<file path="src/rtl/burst_col_seq.sv">
module burst_col_seq #(
  parameter int COL_W = 9
) (
  input  logic             clk,
  input  logic             rst_n,
  input  logic             start_i,
  input  logic [COL_W-1:0] start_col_i,
  input  logic [2:0]       len_code_i,
  input  logic             type_i,
  input  logic             stop_i,
  output logic [COL_W-1:0] col_o,
  output logic             valid_o,
  output logic             last_o
);

  localparam logic [2:0] CODE_FULL = 3'b111;

  logic             active_q;
  logic [COL_W-1:0] beat_q, base_q, mask;
  logic [2:0]       code_q;
  logic             type_q;

  wire full = (code_q == CODE_FULL);

  always_comb begin
    case (code_q)
      3'b001:    mask = COL_W'(1);
      3'b010:    mask = COL_W'(3);
      3'b011:    mask = COL_W'(7);
      CODE_FULL: mask = '1;
      default:   mask = '0;
    endcase
  end

  wire [COL_W-1:0] seq_col = (base_q & ~mask) | ((base_q + beat_q) & mask);
  wire [COL_W-1:0] ilv_col = base_q ^ (beat_q & mask);

  assign valid_o = active_q;
  assign last_o  = active_q && !full && (beat_q == mask);
  assign col_o   = !active_q ? '0 : (type_q && !full) ? ilv_col : seq_col;

  always_ff @(posedge clk) begin
    if (!rst_n) begin
      active_q <= 1'b0;
      beat_q   <= '0;
      base_q   <= '0;
      code_q   <= '0;
      type_q   <= 1'b0;
    end else if (start_i) begin
      active_q <= 1'b1;
      beat_q   <= '0;
      base_q   <= start_col_i;
      code_q   <= len_code_i;
      type_q   <= type_i;
    end else if (active_q) begin
      if (stop_i || last_o) active_q <= 1'b0;
      else                  beat_q   <= beat_q + COL_W'(1);
    end
  end

  a_r2_start_loads: assert property (@(posedge clk) disable iff (!rst_n)
    start_i |=> (valid_o && col_o == $past(start_col_i)));

  a_r5_full_steps: assert property (@(posedge clk) disable iff (!rst_n)
    (valid_o && full && !stop_i && !start_i) |=> (valid_o && col_o == $past(col_o) + COL_W'(1)));

  a_r5_full_no_last: assert property (@(posedge clk) disable iff (!rst_n)
    (valid_o && full) |-> !last_o);

  a_r6_last_ends: assert property (@(posedge clk) disable iff (!rst_n)
    (last_o && !start_i) |=> !valid_o);

  a_r6_last_valid: assert property (@(posedge clk) disable iff (!rst_n)
    last_o |-> valid_o);

  a_r7_stop_ends: assert property (@(posedge clk) disable iff (!rst_n)
    (valid_o && stop_i && !start_i) |=> !valid_o);

  a_r10_idle_zero: assert property (@(posedge clk) disable iff (!rst_n)
    !valid_o |-> (col_o == '0));

endmodule

</file>
<file path="config.mk">
export PLATFORM = sky130hd
export DESIGN_NAME = burst_col_seq
export DESIGN_NICKNAME = d
export VERILOG_FILES = /design/src/rtl/burst_col_seq.sv
export SDC_FILE = /design/constraint.sdc
export NUM_CORES = 1
export LEC_CHECK = 0
export BUFFER_PORTS_ARGS = -buffer_cell sky130_fd_sc_hd__buf_2
export CORE_UTILIZATION = 51
export DETAILED_ROUTE_END_ITERATION = 6
export GPL_TIMING_DRIVEN = 0
export PLACE_DENSITY = 0.72
export RECOVER_POWER = 100
export SLEW_MARGIN = 40
export SYNTH_ARGS = -nofsm -noshare
export SYNTH_HDL_FRONTEND = slang
export SYNTH_SLANG_ARGS = --single-unit
</file>
<file path="constraint.sdc">
create_clock -name clk -period 2 [get_ports clk]
set_clock_uncertainty 0.05 [all_clocks]
set_input_delay 0.1 -clock clk [delete_from_list [all_inputs] [get_ports clk]]
set_output_delay 0.1 -clock clk [all_outputs]
set_load 0.1 [all_outputs]
</file>
Word-level counts from Yosys, hierarchy flattened
Cells that the tools add are included.
{"block": "op_classes", "n_addsub": 2, "n_mul": 0, "div_mod_pow": 0, "n_lt_le_gt_ge": 0, "eq_ne": 5, "shift": 0, "muxes": 6, "n_bitwise": 8, "n_reduce_logical": 7}
{"cell": "case mux 9 bit (4 select lines)", "n": 1}
{"cell": "AND 9 bit", "n": 3}
{"cell": "two-way mux 9 bit", "n": 2}
{"cell": "adder 9 x 1 -> 9 bit (second input constant)", "n": 1}
{"cell": "adder 9 bit", "n": 1}
{"cell": "== test 9 bit", "n": 1}
{"cell": "inverter 9 bit", "n": 1}
{"cell": "bitwise OR 9 bit", "n": 1}
{"cell": "XOR 9 bit", "n": 1}
{"cell": "== test 3 x 2 -> 1 bit (second input constant)", "n": 2}
{"cell": "== test 3 x 1 -> 1 bit (second input constant)", "n": 1}
{"cell": "== test 3 bit (second input constant)", "n": 1}
{"cell": "logical AND 1 bit", "n": 3}
{"cell": "two-way mux 1 bit", "n": 3}
{"cell": "inverter 1 bit", "n": 2}
{"cell": "AND reduction 2 bit", "n": 1}
{"cell": "OR reduction 2 bit", "n": 1}
{"cell": "logical NOT 1 bit", "n": 1}
{"cell": "logical OR 1 bit", "n": 1}
{"block": "totals", "register_bits": 23, "latchBits": 0, "ram_bits": 0, "romBits": 0, "wordCells": 33, "n_memories": 0}

Depth between registers and ports, before layout
Gate-level depths: netlist of run 1.
{"block": "depth", "word_depth": 8, "ltp_mapped": 9, "depth_no_buf": 8}

Least setup slack after synthesis of run 1
Ideal clock, no wire load.
{"block": "synth_path", "kind": "register to output", "startpoint": "register active_q (netlist: valid_o)", "endpoint": "output port col_o[5]", "arrival_ns": 4.774, "path_slack_ns": -2.924, "path_stages_with_launch": 4, "n_path_buf": 1, "cell_sequence": "dfxtp_1 -> clkbuf_8 -> nand2_1 -> o311ai_0"}
{"block": "synth_via", "elab_chain_len": 1}
{"item": "from (decl)", "line_no": "18", "source": "logic active_q;"}
{"item": "from (signal assigned)", "line_no": "44", "source": "active_q <= 1'b0;"}
{"item": "from (signal assigned)", "line_no": "50", "source": "active_q <= 1'b1;"}
{"item": "from (signal assigned)", "line_no": "56", "source": "if (stop_i || last_o) active_q <= 1'b0;"}
{"item": "two-way mux 9 bit", "line_no": "40", "source": "assign col_o = !active_q ? '0 : (type_q && !full) ? ilv_col : seq_col;"}
{"item": "to (decl)", "line_no": "11", "source": "output logic [COL_W-1:0] col_o,"}
Every way passes these cells.

Worst setup path in the final report of run 1
{"block": "layout_path", "startpoint": "register base_q[0]", "endpoint": "output port col_o[6]"}
{"block": "layout_via", "elab_chain_len": 5}
{"item": "from (decl)", "line_no": "19", "source": "logic [COL_W-1:0] beat_q, base_q, mask;"}
{"item": "from (signal assigned)", "line_no": "52", "source": "base_q <= start_col_i;"}
{"item": "adder 9 bit", "line_no": "35", "source": "wire [COL_W-1:0] seq_col = (base_q & ~mask) | ((base_q + beat_q) & mask);"}
{"item": "AND 9 bit", "line_no": "35"}
{"item": "bitwise OR 9 bit", "line_no": "35"}
{"item": "two-way mux 9 bit (2 in series)", "line_no": "40"}
Every way passes these cells.

==> results of run 1 <==
## Yosys cell counts (2+ instances only)
cell type,n
o21a_1,5
xnor2_1,4
nand2b_1,2
nand3_1,9
nand4_1,6
and2_1,2
nor3_1,5
nand2_1,17
inv_1,5
a31oi_1,4
a211oi_1,2
xor2_1,11
buf_2,5
o21ai_0,6
nor2b_1,17
and3_1,3
or3_1,2
nor2_1,15
dfxtp_1,23
nor3b_1,2
a21oi_1,9
ha_1,18
mux2i_1,15
a21o_1,2
## logic make-up after synthesis
logic type	after synthesis	synth area share
AO/OA/AOI/OAI	35	0.131
XOR/XNOR	15	0.0741
adder cells (fa/ha/maj)	20	0.144
buffers and inverters	15	0.0409
flip-flops	23	0.260
multiplexers	15	0.0847
AND/OR/NAND/NOR	88	0.266
## power breakdown
part	total (mW)	internal (mW)	switching (mW)
logic	0.339	0.146	0.193
registers	0.493	0.469	0.0238
clock network	0.229	0.0782	0.151
## stage by stage
step | TNS [ns] | area (µm²) | hold slack (ns)
after floorplan | -0.858 | 1990 | 0.178
after global placement | -1.21 | 2180 | 0.304
after detailed placement | -1.50 | 2180 | 0.316
after CTS | -2.46 | 2690 | 0.00130
after global routing | -4.85 | 2800 | 0.00515
final | -3.61 | 2800 | -0.00577
## registers in the layout, summed over array words and instances (netlist names)
register / cells
valid_o: 1
type_q: 1
code_q: 3
base_q: 9
beat_q: 9
## layer usage
layer | up-vias | track usage | routed length, µm
met4 | 0 | 0.136 | 135
met3 | 17 | 0.0362 | 138
met2 | 51 | 0.545 | 2760
met5 | - | 0 | 0
met1 | 858 | 0.342 | 2150
li1 | 866 | - | -
## path summary, 6_finish.rpt
kind | startpoint | endpoint | slack (ns)
setup / recovery | base_q[0] | col_o[6] | -0.40
hold / removal | start_col_i[2] | base_q[2] | -0.006
setup reg to reg | code_q[2] | beat_q[3] | -0.15
hold reg to reg | beat_q[1] | beat_q[1] | 0.49
## worst max-delay path, delay by kind of cell (launching register included)
kind / cells / cell delay (ns)
adder cells (fa/ha/maj): 2 / 0.48
flip-flops: 1 / 0.38
XOR/XNOR: 1 / 0.18
buffers and inverters: 2 / 0.23
AO/OA/AOI/OAI: 3 / 0.49
AND/OR/NAND/NOR: 1 / 0.16
## area by class of cell
| type | count | area share |
|---|---|---|
| Tap cell | 46 | 0.0206 |
| Timing Repair Buffer | 50 | 0.178 |
| Buffer | 8 | 0.0197 |
| Clock buffer | 4 | 0.00940 |
| Multi-Input combinational cell | 173 | 0.582 |
| Sequential cell | 23 | 0.177 |
| Inverter | 7 | 0.0139 |
## repair_timing
item	4_1_cts	5_1_grt
hold buffers	10	0
endpoints found under the setup margin	19	18
endpoints found under the hold margin	10	0
setup buffers	13	2
pin swaps	12	14
gates resized for setup	70	19
gates cloned	0	0
==> impl_results.md, run 1 <==
* Chip Width at between 60 and 70 µm
* Antenna-violating nets left at 0
* Average routed wire per standard cell at 16.7 µm
* Global-route wire length before repair at 8050 µm
* Crit path max fanout at 3
* Fin util at 0.838
* Worst path arrival time at 2.25 ns
* Worst path most repeated cell: a21oi_4
* #FFs+latches synth at 23
* Worst Path Required at 1.85 ns
* Largest net degree at the start of global routing at 13
* Detailed Routing Iterations Pass 1 at 4
* Unrepaired setup endpoints after global routing: yes
* Max incr delay on CP at around 0.38 ns
* Sink Count at 23
* Syn Inst Count at 211
* Worst-path cell chain: ha_4 -> inv_2 -> fa_2 -> nand2b_4 -> a21oi_4 -> a31oi_1 -> xor2_1 -> a21oi_4 -> buf_12
* Synth Net Count at 247
* Hold crit path type: in2reg
* Non-Filler Instances at 311
* Lkg Pwr at 1.11 nW
* Io pins at 28
* # nets final at 302
* Final Cycle Share at 1.20
* Endpoints failing setup at 18
* Inserted Clock Buffers at 3
* Post-synth EDFFs at 0
* Worst-skew pair later-pin latency at 0.32 ns
* Peak Freq at 417 MHz
* Hold Path Depth at 3
* CORE AREA at 0.00334 mm²
* Die Ht at 60.9 µm
* Total grt overflow at 0
* Mean area per synthesized cell at 8.40 µm²
* # diodes at 0
* Slowest-stage cell, CP: dfxtp_4
* Reg clk slew, reported paths at 0.13 ns
* Total wire length at roughly 5200 µm
* Starting Density at 0.531
* # DRC at 0
* Failing checks: negative hold slack, negative setup slack
* Longest Clk Path Bufs at 2
* Slew margin rel. at 0.680
* Power per cell area at 379 mW/mm²
* Async S/R FF share, synth at 0
* Die area at approximately 0.0037 mm²
* Final slew viol count at 0
* CTS tree: yes
* H-tree depth at 1
* Fin crit period at 2.40 ns
* DRT iter0 DRCs at ~100
* Gpl congestion at 0.927
* Port bufs at 26
* Main area contributors after synthesis: dfxtp_1 26%, ha_1 13%, mux2i_1 8.5%
* Yosys top cell area share at 0.260
* Vias at 1792
* Main synth FF type: dfxtp_1
* Cell taking the most area after synthesis: dfxtp_1
* Outcome: complete, but fails checks
* Startpoint Class: flip-flop
* Mapped cell area at 0.00177 mm²
* Placed cell count at 283
* Total Power at 1.06 mW
* VDD IR max at 0.320 mV
* Crit path capture type: output port
* CP Class: reg2out
* Core Rows at 21
* Worst slew pin tran at roughly 0.48 ns
* Worst Slack Setup Final at -0.396 ns
* Sequential share of the synthesized area at 0.260
* Synth warn at 0
* Hpwl dp at ~3400 µm
* Multi-input logic area at 0.00163 mm²
* Fill count at 198
* Most common cell after layout, fill and taps aside: buf_2
* # Max-Cap Violations at 0
* Area grow syn2layout at 57.8%
* Post-Place Setup Slack at -0.321 ns
* Clock Tree Root: clkbuf_4
* Gr usage total at 0.297
* R2r worst-path depth at 10
* Yosys cell types at between 40 and 50
* Commonest non-fill, non-tap cells in the layout: 19 x buf_2, 16 x nor2b_1, 14 x nand2_1
* Antenna violations before repair at 0
* Hold Vio Cnt, Final at 2
* Register area at 495 µm²
* Vias/cell at 5.76
* Vias in the first global route at 1734
* Share of layout cells above drive strength 1 at 0.438
* Worst hold slack at -0.00577 ns
Power figures use the tool's default switching activity.
==> inputs of run 2 (changes only) <==
--- a/config.mk
+++ b/config.mk
@@ -6,10 +6,10 @@
 export NUM_CORES = 1
 export LEC_CHECK = 0
 export BUFFER_PORTS_ARGS = -buffer_cell sky130_fd_sc_hd__buf_2
-export CORE_UTILIZATION = 51
+export CORE_UTILIZATION = 50
 export DETAILED_ROUTE_END_ITERATION = 6
 export GPL_TIMING_DRIVEN = 0
-export PLACE_DENSITY = 0.72
+export PLACE_DENSITY = 0.71
 export RECOVER_POWER = 100
 export SLEW_MARGIN = 40
 export SYNTH_ARGS = -nofsm -noshare
==> impl_results.md, run 2 (synthesis results as in run 1) <==
* Vias/cell at 5.70 (was 5.76)
* # diodes at 0 (unchanged)
* CTS tree: yes (unchanged)
* H-tree depth at 1 (unchanged)
* R2r worst-path depth at 10 (unchanged)
* Largest net degree at the start of global routing at 13 (unchanged)
* # DRC at 0 (unchanged)
* Crit path max fanout at 3 (unchanged)
* Average routed wire per standard cell at 16.8 µm (was 16.7 µm)
* Worst slew pin tran at 1.16 ns (was 0.484 ns)
* # Max-Cap Violations at 0 (unchanged)
* Worst Hold Endpoint: code_q[0] (was base_q[2])
* Io pins at 28 (unchanged)
* Total wire length at 5440 µm (was 5190 µm)
* Post-Place Setup Slack at -0.333 ns (was -0.321 ns)
* Worst path arrival time at 2.21 ns (was 2.25 ns)
* Hold Path Depth at 3 (unchanged)
* Worst-skew pair later-pin latency at 0.32 ns (about the same)
* Core Rows at 21 (unchanged)
* Antenna-violating nets left at 0 (unchanged)
* Total Power at 1.06 mW (about the same)
* Share of layout cells above drive strength 1 at 0.428 (was 0.438)
* Outcome: complete, but fails checks (unchanged)
* Area grow syn2layout at 60.7% (was 57.8%)
* Antenna violations before repair at 0 (unchanged)
* Slew margin rel. at 0.232 (was 0.680)
* Gr usage total at 0.306 (was 0.297)
* CP Class: reg2out (unchanged)
* R2R Path End: beat_q[8] (was beat_q[3])
* RR Startpoint: code_q[1] (was code_q[2])
* Min-Delay Startpoint: len_code_i[0] (was start_col_i[2])
* Worst hold slack at -0.000141 ns (was -0.00577 ns)
* Biggest regs: base_q x9, beat_q x9, code_q x3 (unchanged)
* Worst Path Required at 1.85 ns (about the same)
* Power per cell area at 372 mW/mm² (was 379 mW/mm²)
* Worst Slack Setup Final at -0.356 ns (was -0.396 ns)
* Final Cycle Share at 1.18 (was 1.20)
* DRT iter0 DRCs at 76 (was 101)
* Hpwl dp at 3390 µm (was 3430 µm)
* Endpoints failing setup at 20 (was 18)
* Port bufs at 26 (unchanged)
* # nets final at 315 (was 302)
* Hold Vio Cnt, Final at 1 (was 2)
* Gpl congestion at 0.947 (was 0.927)
* Commonest non-fill, non-tap cells in the layout: 22 x buf_4, 18 x buf_2, 17 x nor2b_1 (was 19 x buf_2, 16 x nor2b_1, 14 x nand2_1)
* Global-route wire length before repair at 8380 µm (was 8050 µm)
* Lkg Pwr at 1.16 nW (was 1.11 nW)
* Crit path capture type: output port (unchanged)
* R2r setup slk at -0.15 ns (about the same)
* Peak Freq at 424 MHz (was 417 MHz)
* Inserted Clock Buffers at 3 (unchanged)
* Sink Count at 23 (unchanged)
* Reg clk slew, reported paths at 0.13 ns (about the same)
* Vias at 1848 (was 1792)
* Starting Density at 0.527 (was 0.531)
* Die area at 0.00379 mm² (was 0.00371 mm²)
* Unrepaired setup endpoints after global routing: yes (unchanged)
* Total grt overflow at 0 (unchanged)
* Chip Width at 61.5 µm (was 60.9 µm)
* CORE AREA at 0.00336 mm² (was 0.00334 mm²)
* Fin crit period at 2.36 ns (was 2.40 ns)
* Clock Tree Root: clkbuf_4 (unchanged)
* Non-Filler Instances at 324 (was 311)
* VDD IR max at 0.327 mV (was 0.320 mV)
* Hold crit path type: in2reg (unchanged)
* Longest Clk Path Bufs at 2 (unchanged)
* Most common cell after layout, fill and taps aside: buf_4 (was buf_2)
* Fill count at 196 (was 198)
* Final slew viol count at 0 (unchanged)
* Multi-input logic area at 0.00158 mm² (was 0.00163 mm²)
* Failing checks: negative hold slack, negative setup slack (unchanged)
* Die Ht at 61.5 µm (was 60.9 µm)
* Vias in the first global route at 1842 (was 1734)
* Register area at 497 µm² (was 495 µm²)
* Placed cell count at 283 (unchanged)
* Startpoint Class: flip-flop (unchanged)
* Detailed Routing Iterations Pass 1 at 4 (unchanged)
* Setup TNS at -3.96 ns (was -3.61 ns)
==> run 2: final cells by class <==
class	count	area share
flip-flops and latches	23	0.175
repair buffers	63	0.211
well taps	46	0.0202
plain buffers	8	0.0185
clock buffers	4	0.00923
multi-input cells	173	0.553
inverters	7	0.0136
==> run 2: report_power, final <==
group | internal [mW] | switching (mW) | total [mW] | leakage (nW)
Clock | 0.0781 | 0.147 | 0.225 | 0.0150
Combinational | 0.149 | 0.191 | 0.340 | 0.949
Sequential | 0.469 | 0.0251 | 0.494 | 0.196
==> run 2: worst max-delay path: stages (launching register included) <==
cell      delay, ns
dfxtp_4        0.38
ha_4           0.13
inv_2          0.03
fa_2           0.34
nand2b_4       0.16
a21oi_4        0.17
a31oi_1        0.13
xor2_1         0.19
a21oi_4        0.16
buf_12         0.18
==> run 2: layer usage <==
layer,share of wire,up-vias,track usage
li1,-,887,-
met1,0.40,882,0.340
met2,0.52,56,0.548
met3,0.033,23,0.0462
met4,0.044,0,0.184
met5,0,-,0
==> run 2: how the worst max path moves through the flow <==
stage | startpoint | to | slack, ns | cells after the start
3_3_place_gp | base_q[0] | col_o[8] | -0.28 | 9
6_report | base_q[0] | col_o[6] | -0.36 | 9
2_1_floorplan | base_q[0] | col_o[4] | -0.32 | 7
3_5_place_dp | base_q[0] | col_o[8] | -0.33 | 9
4_1_cts | base_q[0] | col_o[6] | -0.36 | 9
5_1_grt | code_q[1] | last_o | -0.48 | 8
==> run 2: timing repair <==
action / in CTS / in global routing
hold endpoints to repair: 8 / 3
resized for setup: 73 / 7
setup buffers: 17 / 10
hold buffers: 8 / 2
setup endpoints to repair: 18 / 20
pin swaps: 21 / 12
==> run 2: per-stage QoR <==
stage	util	area, µm²
global placement	0.648	2180
floorplan	-	1990
CTS	0.811	2730
detailed placement	0.648	2180
global route	0.846	2850
finish	0.846	2850
